[config.mk]
export PLATFORM = sky130hd
export DESIGN_NAME = jtag_step
export DESIGN_NICKNAME = d
export VERILOG_FILES = /design/src/rtl/jtag_step_pkg.sv /design/src/rtl/jtag_step_regs.sv /design/src/rtl/jtag_step_timer.sv /design/src/rtl/jtag_step_seq.sv /design/src/rtl/jtag_step.sv
export SDC_FILE = /design/constraint.sdc
export NUM_CORES = 1
export LEC_CHECK = 0
export BUFFER_PORTS_ARGS = -buffer_cell sky130_fd_sc_hd__clkbuf_2
export CAP_MARGIN = 20
export CORE_MARGIN = 2
export CORE_UTILIZATION = 25
export CTS_CLUSTER_DIAMETER = 80
export CTS_CLUSTER_SIZE = 40
export DETAILED_ROUTE_END_ITERATION = 7
export HOLD_SLACK_MARGIN = 0.03
export PLACE_DENSITY = 0.38
export SLEW_MARGIN = 20
export SYNTH_ARGS = -nofsm -noshare
export SYNTH_HDL_FRONTEND = slang
export SYNTH_SLANG_ARGS = --single-unit
export TNS_END_PERCENT = 10
[constraint.sdc]
create_clock -name clk_i -period 6.25 [get_ports clk_i]
set_input_delay 1.25 -clock clk_i [delete_from_list [all_inputs] [get_ports clk_i]]
set_output_delay 1.25 -clock clk_i [all_outputs]
set_load 0.05 [all_outputs]
[src/rtl/jtag_step_pkg.sv]
package jtag_step_pkg;
  typedef enum logic [1:0] {
    PH_IDLE,
    PH_SETUP,
    PH_HOLD
  } phase_e;

  // bit 2 rd, bit 1 tdi, bit 0 tms
  typedef struct packed {
    logic rd;
    logic tdi;
    logic tms;
  } cmd_t;
endpackage

[src/rtl/jtag_step_regs.sv]
module jtag_step_regs #(
  parameter int DATA_W    = 8,
  parameter int DIV_RESET = 2
) (
  input  logic                       clk_i,
  input  logic                       rst_ni,
  input  logic                       wr_en_i,
  input  logic                       wr_addr_i,
  input  logic [DATA_W-1:0]          wr_data_i,
  input  logic                       busy_i,
  output logic                       cmd_go_o,
  output jtag_step_pkg::cmd_t        cmd_o,
  output logic [DATA_W-1:0]          div_o
);
  logic accept;
  logic [DATA_W-1:0] div_q;

  assign accept   = wr_en_i && !busy_i;
  assign cmd_go_o = accept && !wr_addr_i;
  assign cmd_o    = jtag_step_pkg::cmd_t'(wr_data_i[2:0]);
  assign div_o    = div_q;

  always_ff @(posedge clk_i or negedge rst_ni) begin
    if (!rst_ni) begin
      div_q <= DATA_W'(DIV_RESET);
    end else if (accept && wr_addr_i) begin
      // zero would stall the counter; clamp to one clock
      div_q <= (wr_data_i == '0) ? DATA_W'(1) : wr_data_i;
    end
  end
endmodule

[src/rtl/jtag_step_timer.sv]
module jtag_step_timer #(
  parameter int DATA_W = 8
) (
  input  logic              clk_i,
  input  logic              rst_ni,
  input  logic              load_i,
  input  logic [DATA_W-1:0] load_val_i,
  output logic              zero_o
);
  logic [DATA_W-1:0] cnt_q;

  assign zero_o = (cnt_q == '0);

  always_ff @(posedge clk_i or negedge rst_ni) begin
    if (!rst_ni) begin
      cnt_q <= '0;
    end else if (load_i) begin
      cnt_q <= load_val_i - DATA_W'(1);
    end else if (!zero_o) begin
      cnt_q <= cnt_q - DATA_W'(1);
    end
  end
endmodule

[src/rtl/jtag_step_seq.sv]
module jtag_step_seq (
  input  logic                clk_i,
  input  logic                rst_ni,
  input  logic                cmd_go_i,
  input  jtag_step_pkg::cmd_t cmd_i,
  input  logic                zero_i,
  input  logic                tdo_i,
  output logic                load_o,
  output logic                busy_o,
  output logic                tck_o,
  output logic                tms_o,
  output logic                tdi_o,
  output logic                result_o
);
  import jtag_step_pkg::*;

  phase_e phase_q;
  logic   rd_q;

  assign busy_o = (phase_q != PH_IDLE);
  assign load_o = (phase_q == PH_IDLE && cmd_go_i) ||
                  (phase_q == PH_SETUP && zero_i);

  always_ff @(posedge clk_i or negedge rst_ni) begin
    if (!rst_ni) begin
      phase_q  <= PH_IDLE;
      rd_q     <= 1'b0;
      tck_o    <= 1'b0;
      tms_o    <= 1'b1;
      tdi_o    <= 1'b0;
      result_o <= 1'b0;
    end else begin
      unique case (phase_q)
        PH_IDLE: begin
          if (cmd_go_i) begin
            tms_o   <= cmd_i.tms;
            tdi_o   <= cmd_i.tdi;
            rd_q    <= cmd_i.rd;
            phase_q <= PH_SETUP;
          end
        end
        PH_SETUP: begin
          if (zero_i) begin
            tck_o   <= 1'b1;
            phase_q <= PH_HOLD;
          end
        end
        PH_HOLD: begin
          if (zero_i) begin
            // capture on the edge that ends the period
            tck_o    <= 1'b0;
            result_o <= rd_q & tdo_i;
            phase_q  <= PH_IDLE;
          end
        end
        default: phase_q <= PH_IDLE;
      endcase
    end
  end
endmodule

[src/rtl/jtag_step.sv]
module jtag_step #(
  parameter int DATA_W    = 8,
  parameter int DIV_RESET = 2
) (
  input  logic              clk_i,
  input  logic              rst_ni,
  input  logic              wr_en_i,
  input  logic              wr_addr_i,
  input  logic [DATA_W-1:0] wr_data_i,
  output logic              busy_o,
  output logic [DATA_W-1:0] rd_data_o,
  output logic              tck_o,
  output logic              tms_o,
  output logic              tdi_o,
  input  logic              tdo_i
);
  import jtag_step_pkg::*;

  logic              cmd_go;
  cmd_t              cmd;
  logic [DATA_W-1:0] div;
  logic              load;
  logic              zero;
  logic              result;

  jtag_step_regs #(
    .DATA_W   (DATA_W),
    .DIV_RESET(DIV_RESET)
  ) i_regs (
    .clk_i    (clk_i),
    .rst_ni   (rst_ni),
    .wr_en_i  (wr_en_i),
    .wr_addr_i(wr_addr_i),
    .wr_data_i(wr_data_i),
    .busy_i   (busy_o),
    .cmd_go_o (cmd_go),
    .cmd_o    (cmd),
    .div_o    (div)
  );

  jtag_step_timer #(
    .DATA_W(DATA_W)
  ) i_timer (
    .clk_i     (clk_i),
    .rst_ni    (rst_ni),
    .load_i    (load),
    .load_val_i(div),
    .zero_o    (zero)
  );

  jtag_step_seq i_seq (
    .clk_i   (clk_i),
    .rst_ni  (rst_ni),
    .cmd_go_i(cmd_go),
    .cmd_i   (cmd),
    .zero_i  (zero),
    .tdo_i   (tdo_i),
    .load_o  (load),
    .busy_o  (busy_o),
    .tck_o   (tck_o),
    .tms_o   (tms_o),
    .tdi_o   (tdi_o),
    .result_o(result)
  );

  assign rd_data_o = {{(DATA_W-1){1'b0}}, result};
endmodule

* After elaboration in Yosys (flattened, before gate mapping) *
Cells that the tools add are included.

word-level totals
  register bits = 23
  logic and storage cells = 44

cells by class
  bitwise gates (word level) = 1
  eq/ne operators = 6
  add/sub/neg operators = 2
  mux-type cells = 10
  reduce and logical (&&, ||, !) cells = 17

operators by type and width
  kind                 count
  $mux 8               3
  $logic_not 8->1      2
  $sub 8x1->8 const B  2
  $mux 2               3
  $ne 2x1->1 const B   3
  $pmux 2 s3           1
  $reduce_and 3->1     2
  $logic_and 1x1->1    5
  $reduce_and 2->1     2
  $reduce_bool 2->1    2
  $eq 2x1->1 const B   1
  $eq 2x2->1 const B   1
  $logic_not 1->1      2
  $logic_not 2->1      1
  $mux 1               2
  $ne 2x2->1 const B   1
  $pmux 1 s2           1
  $and 1x1->1          1
  $logic_or 1x1->1     1

* Depth between registers and ports, before layout *
Gate-level depths: netlist of the first run.

  word-level depth = 7
  depth in mapped cells = 11
  depth with buffers taken out = 9

* By module *
From an unflattened synthesis of the first run, not the netlist that was laid out.

second synthesis, totals
  cell total of the unflattened synthesis = 116
  area total of the unflattened synthesis = 1268.7 µm²

modules (own cells, without submodules)
  module           cells an instance  area an instance (µm²)  sequential area each (µm²)  times used
  jtag_step_timer  54                 515.5                   200.2                       1
  jtag_step_regs   25                 357.8                   201.4                       1
  jtag_step_seq    28                 331.6                   176.4                       1
  jtag_step        9                  63.8                    0.0                         1

* Least setup slack after synthesis of the first run *
No wires, ideal clock.

  path type = input to register
  start point = input wr_addr_i
  end point = register i_timer.cnt_q[6]
  library setup time = 0.125 ns
  path buffers = 2
  path slack = 3.110 ns
  data arrival time = 3.016 ns
  required time = 6.125 ns
  stages on the path = 10
  cells stage by stage = or4b_4 > buf_6 > nand2_8 > buf_6 > mux2i_1 > ha_1 > nand2_1 > a21oi_1 > o21ai_1 > mux2_2

on the way
  cells in the longest elaborated chain, start to end = 5

RTL lines
  what                                                          line                   RTL
  from (decl)                                                   jtag_step.sv:8         input logic wr_addr_i,
  $logic_not 1->1 *                                             jtag_step_regs.sv:19   assign cmd_go_o = accept && !wr_addr_i;
  $logic_and 1x1->1 *                                           jtag_step_regs.sv:19
  $logic_and 1x1->1 *                                           jtag_step_seq.sv:21    assign load_o = (phase_q == PH_IDLE && cmd_go_i) ||
  $logic_or 1x1->1 *                                            jtag_step_seq.sv:21
  $ne 2x2->1 (no source line) / $mux 8 (equally long branches)  -
  to (signal assigned)                                          jtag_step_timer.sv:18  cnt_q <= load_val_i - DATA_W'(1);
  to (signal assigned)                                          jtag_step_timer.sv:20  cnt_q <= cnt_q - DATA_W'(1);
  to (decl)                                                     jtag_step_timer.sv:10  logic [DATA_W-1:0] cnt_q;

Mark *: on every way between the ends. The rest lies on a longest branch, timed or not.
A chain may end at the register's enable or synchronous reset.

* Worst setup path in the final report of the first run *
Same ends and word-level chain as after synthesis.

==> flow_summary.ini, run 1 <==
[outcome]
outcome = completed

[timing]
finalCriticalPeriod_ps = 3030
skew_ps = 6.88
setup_tns_ps = 0
relSlewSlack_pct = 47.5
maxSlewViolCount = 0
fmaxAchievable_ghz = 0.330
finalCritPeriodShare_pct = 48.5
setup_viol = 0
timing_hold_violations_final = 0
whs_ps = 471
rsz0062_at_grt = no
max_slew.worst_pin.slew_ps = 781

[grt]
track_usage_pct = 9.90
grt_max_degree = 24
grt-ovfl-total = 0
antenna_found_initial = 0
grt_pass1_wl_microns = 4580
grt_pass1_vias = 929

[die]
fp.coreArea_sq_um = 5110
rows = 26
die_w_microns = 76.6
die_area_sq_um = 5870
die_h_microns = 76.6
initial_core_util_pct = 25.8
ioPinCount = 25

[routing]
route.detailed.drc = 0
drt-vias-per-instance = 4.46
ant_nets = 0
finalWirelength_microns = 2740
first_iter_violations = 46
drtPass1Iterations = 4
vias = 946
wl_per_cell_microns = 12.9

[cts]
cts_tree = done
htree_levels = 1
post_cts_resized = 0
cts_setup_buffers = 0
clk-insertion-delay-late_ps = 270
cts_root_buf = clkbuf_8
cts-hold-fix-buffers = 0
clockBufferDepth = 2
cts.clk_slew.worst_paths_ps = 90
cts_sinks = 23
cts_buffers = 3

[final_layout]
final_area_sq_um = 1470
area_growth_syn_to_layout_pct = 11.7
drive_gt1_share_pct = 30.3
fin_nets = 157
diodes = 0

[placement]
routabilityCongestion = 0.769
postPlaceCellArea_sq_um = 1420
hpwl_microns = 2110
port_buffers = 17

[synth]
synth_cell_type_count = 39
synth_area_sq_um = 1320
ys.flop_type = dfrtp_1
synth_edf_count = 0
ys_warn_count = 0
synth_seq_cells = 23
syn_area_per_cell_sq_um = 10.5
ys_seq_area_share_pct = 43.8
syn_inst = 126
synthArstFlopShare_pct = 100

[setup_path]
critPathMaxFanout = 12
path_class = input pin to register
reg2reg_setup_slack_ps = 3680
worstPathRequired_ps = 6410
arrival_ps = 3200
end_kind = register
r2r_end = i_timer.cnt_q[6]
start_kind = input pin
r2r-start = i_seq.phase_q[0]
reg2reg_depth = 9
startpoint = wr_addr_i

[worst_hold_path]
hold_class = register to register
min_path_cells = 2
hp-start = i_seq.tms_o
holdPathEnd = i_seq.tms_o

[job]
cap_viol_max_count = 0

[pwr]
p_leak_nw = 0.619
powerDensity_nw_per_um2 = 450
ir_worst_vdd_mv = 0.158
layout by cell type (no fill, tap or decap), types with 2 or more instances in the layout:
cell type and count:
a21oi_1 6, clkbuf_2 17, clkbuf_8 3, conb_1 7
dfrtp_1 21, dfstp_2 2, mux2_2 8, mux2i_1 6
nand2_1 17, nand3_1 4, nor2_1 12, nor3_1 3
nor3_2 2, nor4_1 2, o21ai_0 5, xnor2_1 3
power by group:
group	total, mW	internal, mW	leakage [nW]	switching (mW)
clock network	0.0964	0.0451	0.0217	0.0512
logic	0.276	0.117	0.331	0.159
registers	0.290	0.220	0.266	0.0703
synth_stat cells (2+ instances only):
cell	number	area share (%)
dfstp_2	2	4.0
a21oi_1	6	2.3
buf_6	3	2.6
dfrtp_1	21	40
nor3_1	3	1.1
nor3_2	2	1.5
nand2_1	17	4.8
nand3_1	4	1.5
mux2i_1	6	4.6
xnor2_1	3	2.0
nor2_1	12	3.4
mux2_2	8	6.8
nor4_1	2	0.95
buf_4	8	4.6
o21ai_0	5	1.9
worst max path at each step:
stage,to,cells after the start
floorplan,i_timer.cnt_q[6],10
global placement,i_timer.cnt_q[6],9
detailed placement,i_timer.cnt_q[6],9
CTS,i_timer.cnt_q[6],9
global route,i_timer.cnt_q[6],9
finish,i_timer.cnt_q[6],9
critical path, stage by stage:
cell	delay [ps]
clkbuf_2	110
or4b_4	590
nand2_8	160
mux2i_1	220
ha_1	210
nand2_1	60
a21oi_1	210
o21ai_1	110
mux2_2	270
cell families (layout without fill, tap and decap cells):
family                   count (synthesis)  after routing  share of synthesized area (%)
flip-flops                              23             23                           43.8
other                                    1              7                          0.284
AO/OA/AOI/OAI                           18             18                           8.44
XOR/XNOR                                 3              3                           1.99
buffers and inverters                   13             23                           7.68
multiplexers                            16             16                           13.4
AND/OR/NAND/NOR                         51             51                           23.4
adder cells (fa/ha/maj)                  1              1                          0.949
through the flow:
stage                     cells  power (mW)  utilization (%)  setup slack [ps]
after floorplan             132       0.515                -              3110
after global placement      208       0.571             27.9              3000
after detailed placement    208       0.572             27.9              2940
after CTS                   212       0.671             28.8              3230
after global routing        212       0.713             28.8              3110
final                       212       0.663             28.8              3220
registers in the layout (all words and copies together) (netlist names):
register	flops
i_regs.div_o	8
i_seq.tdi_o	1
i_seq.tms_o	1
i_seq.tck_o	1
i_seq.rd_q	1
i_seq.phase_q	2
i_timer.cnt_q	8
i_seq.result_o	1
metal layers:
| layer | wire length, microns | part of all wire [%] | global-route usage (%) | up-vias |
|---|---|---|---|---|
| li1 | - | - | - | 458 |
| met1 | 1320 | 48 | 12.8 | 463 |
| met2 | 1270 | 46 | 15.8 | 23 |
| met3 | 115 | 4.2 | 2.96 | 2 |
| met4 | 30 | 1.1 | 3.45 | 0 |
| met5 | 0 | 0 | 0 | - |
area by class of cell:
class	count	area (sq um)
multi-input combinational	96	662
clock buffer	3	41.3
timing repair buffer	18	92.6
fill	551	3630
clock inverter	1	7.51
inverter	1	3.75
tap	70	87.6
sequential	23	578
Power figures use the tool's default switching activity.
==> inputs of run 2 (changes only) <==
--- a/config.mk
+++ b/config.mk
@@ -5,6 +5,7 @@
 export SDC_FILE = /design/constraint.sdc
 export NUM_CORES = 1
 export LEC_CHECK = 0
+export ABC_AREA = 1
 export BUFFER_PORTS_ARGS = -buffer_cell sky130_fd_sc_hd__clkbuf_2
 export CAP_MARGIN = 20
 export CORE_MARGIN = 2
@@ -13,7 +14,7 @@
 export CTS_CLUSTER_SIZE = 40
 export DETAILED_ROUTE_END_ITERATION = 7
 export HOLD_SLACK_MARGIN = 0.03
-export PLACE_DENSITY = 0.38
+export PLACE_DENSITY = 0.4
 export SLEW_MARGIN = 20
 export SYNTH_ARGS = -nofsm -noshare
 export SYNTH_HDL_FRONTEND = slang
==> constraint.sdc (replaced) <==
create_clock -name clk_i -period 2.55 [get_ports clk_i]
set_input_delay 0.51 -clock clk_i [delete_from_list [all_inputs] [get_ports clk_i]]
set_output_delay 0.51 -clock clk_i [all_outputs]
set_load 0.05 [all_outputs]
==> run 2 against run 1 <==
Net effect: flip-flop and latch count unchanged; highest routed layer unchanged; sequential power increased by 26%; synthesized area decreased by 1.3%; total power decreased by 3.7%; largest cell class unchanged.
==> flow_summary.ini, run 2 <==
[setup_path]
path_class = register to register
worstPathRequired_ps = 2720
arrival_ps = 2100
critPathSlowestCell = dfrtp_1
cpLargestDelayFamily = simple AND/OR/NAND/NOR gates
timing.critical_path.buf_inv = 0
r2r-start = i_seq.phase_q[1]
end_kind = register
reg2reg_setup_slack_ps = 620
start_kind = register
critPathMaxFanout = 14
slowest_delay_ps = 410
path_cells = nor2_2, nand3b_4, nand2_8, nand2_1, nand2_2, ha_1, nand2_2, nor2_4, nand3b_1, nand2_1, nor2_1
startpoint = i_seq.phase_q[1]

[final_layout]
area_growth_syn_to_layout_pct = 13.3
fin_nets = 191
multi_input_area_sq_um = 587
diodes = 0
nFillCells = 586
drive_gt1_share_pct = 24.4
final_common_cell = nand2_1
final_cell_mix = nand2_1, inv_1, dfrtp_1
ff_latch_area_sq_um = 578

[synth]
synth_seq_cells = 23
synth_cell_type_count = 27
synth_edf_count = 0
yosys-top-cells-count = nand2_1, inv_1, dfrtp_1, nor2_1
yosysTopAreaCell = dfrtp_1
yosys.cell_count.top_type = nand2_1
ys.flop_type = dfrtp_1
ys_seq_area_share_pct = 44.4
ys_warn_count = 0
synth_area_sq_um = 1300
syn_area_per_cell_sq_um = 8.18
synthArstFlopShare_pct = 100
syn_inst = 159
yosysTopAreaCellShare_pct = 40.4
synth.area.top_cells = dfrtp_1, nand2_1, inv_1

[pwr]
p_total_uw = 638
powerDensity_nw_per_um2 = 433
p_leak_nw = 0.745
ir_worst_vdd_mv = 0.229

[worst_hold_path]
hold_class = input pin to async pin

[cts]
cts_buffers = 3
cts_setup_buffers = 0
cts-hold-fix-buffers = 0
post_cts_resized = 0
cts.clk_slew.worst_paths_ps = 80
clockBufferDepth = 2
clk-insertion-delay-late_ps = 260
cts_root_buf = clkbuf_8
cts_sinks = 23
cts_tree = done
htree_levels = 1

[placement]
routabilityCongestion = 0.819
port_buffers = 17
hpwl_microns = 2120

[die]
rows = 26
initial_core_util_pct = 25.6
ioPinCount = 25
die_area_sq_um = 5800
die_w_microns = 76.1
die_h_microns = 76.1
fp.coreArea_sq_um = 5070

[timing]
setup_tns_ps = 0
rsz0062_at_grt = no
finalCritPeriodShare_pct = 75.9
timing_hold_violations_final = 0
relSlewSlack_pct = 61.2
maxSlewViolCount = 0
finalCriticalPeriod_ps = 1930
setup_viol = 0
max_slew.worst_pin.slew_ps = 582
fmaxAchievable_ghz = 0.517
skew_ps = 0.994

[routing]
route.detailed.drc = 0
ant_nets = 0
drtPass1Iterations = 4
finalWirelength_microns = 2660
first_iter_violations = 43
wl_per_cell_microns = 10.8
vias = 973
drt-vias-per-instance = 3.96

[grt]
grt_pass1_vias = 930
antenna_found_initial = 0
grt_pass1_wl_microns = 4510
track_usage_pct = 9.72
grt_max_degree = 24
grt-ovfl-total = 0

[job]
cap_viol_max_count = 0

[outcome]
outcome = completed
==> run 2: changes by cell type in the layout (fill, tap and decap cells not counted), moves of 3 or more <==
cell      change
xnor2_1       -3
nand2_2       +6
mux2i_1       -6
nand3b_1      +5
nand2_1      +18
mux2_2        -6
nor3_1        -3
nor2_4        +3
nand3_1       +4
inv_1        +21
==> run 2: cells by family (layout without fill, tap and decap cells) <==
kind of cell / after synthesis / in the layout / synth area share [%]
flip-flops: 23 / 23 / 44.4
multiplexers: 2 / 2 / 1.73
AO/OA/AOI/OAI: 18 / 18 / 7.60
buffers and inverters: 34 / 45 / 12.2
other: 1 / 7 / 0.288
AND/OR/NAND/NOR: 80 / 80 / 32.8
adder cells (fa/ha/maj): 1 / 1 / 0.961
==> run 2: metal layers <==
metal	routed length (microns)	global-route usage [%]
met1	1330	13.6
met2	1210	14.7
met3	102	2.73
met4	23	2.73
met5	0	0
==> run 2: power breakdown <==
group          internal [mW]  total (mW)  leakage (nW)  switching, mW
clock                  0.109       0.230        0.0255          0.121
combinational        0.00811      0.0440         0.452         0.0359
sequential             0.365       0.365         0.268              0
total                  0.482       0.638         0.745          0.157
==> run 2: layout make-up <==
cell class / count / area share, %
Inverter: 24 / 6.11
Multi-Input combinational cell: 108 / 39.8
Clock buffer: 3 / 2.80
Timing Repair Buffer: 17 / 5.77
Sequential cell: 23 / 39.2
Tap cell: 70 / 5.94
Clock inverter: 1 / 0.340
==> run 2: final timing paths <==
kind / end / cells past startpoint
max in group asynchronous: i_timer.cnt_q[2] / 1
min reg2reg: i_seq.tck_o / 2
min: i_regs.div_o[3] / 1
max reg2reg: i_timer.cnt_q[6] / 11
min in group clk_i: i_seq.result_o / 3
max: i_timer.cnt_q[6] / 11
==> run 2: metrics by stage <==
stage	util (%)	hold slack [ps]	worst slack, ps	instance area (sq um)	cells
floorplan	-	214	824	1320	165
global placement	28.1	466	649	1430	242
detailed placement	28.1	464	613	1430	242
CTS	29.0	243	618	1470	246
global route	29.0	271	424	1470	246
finish	29.0	226	616	1470	246
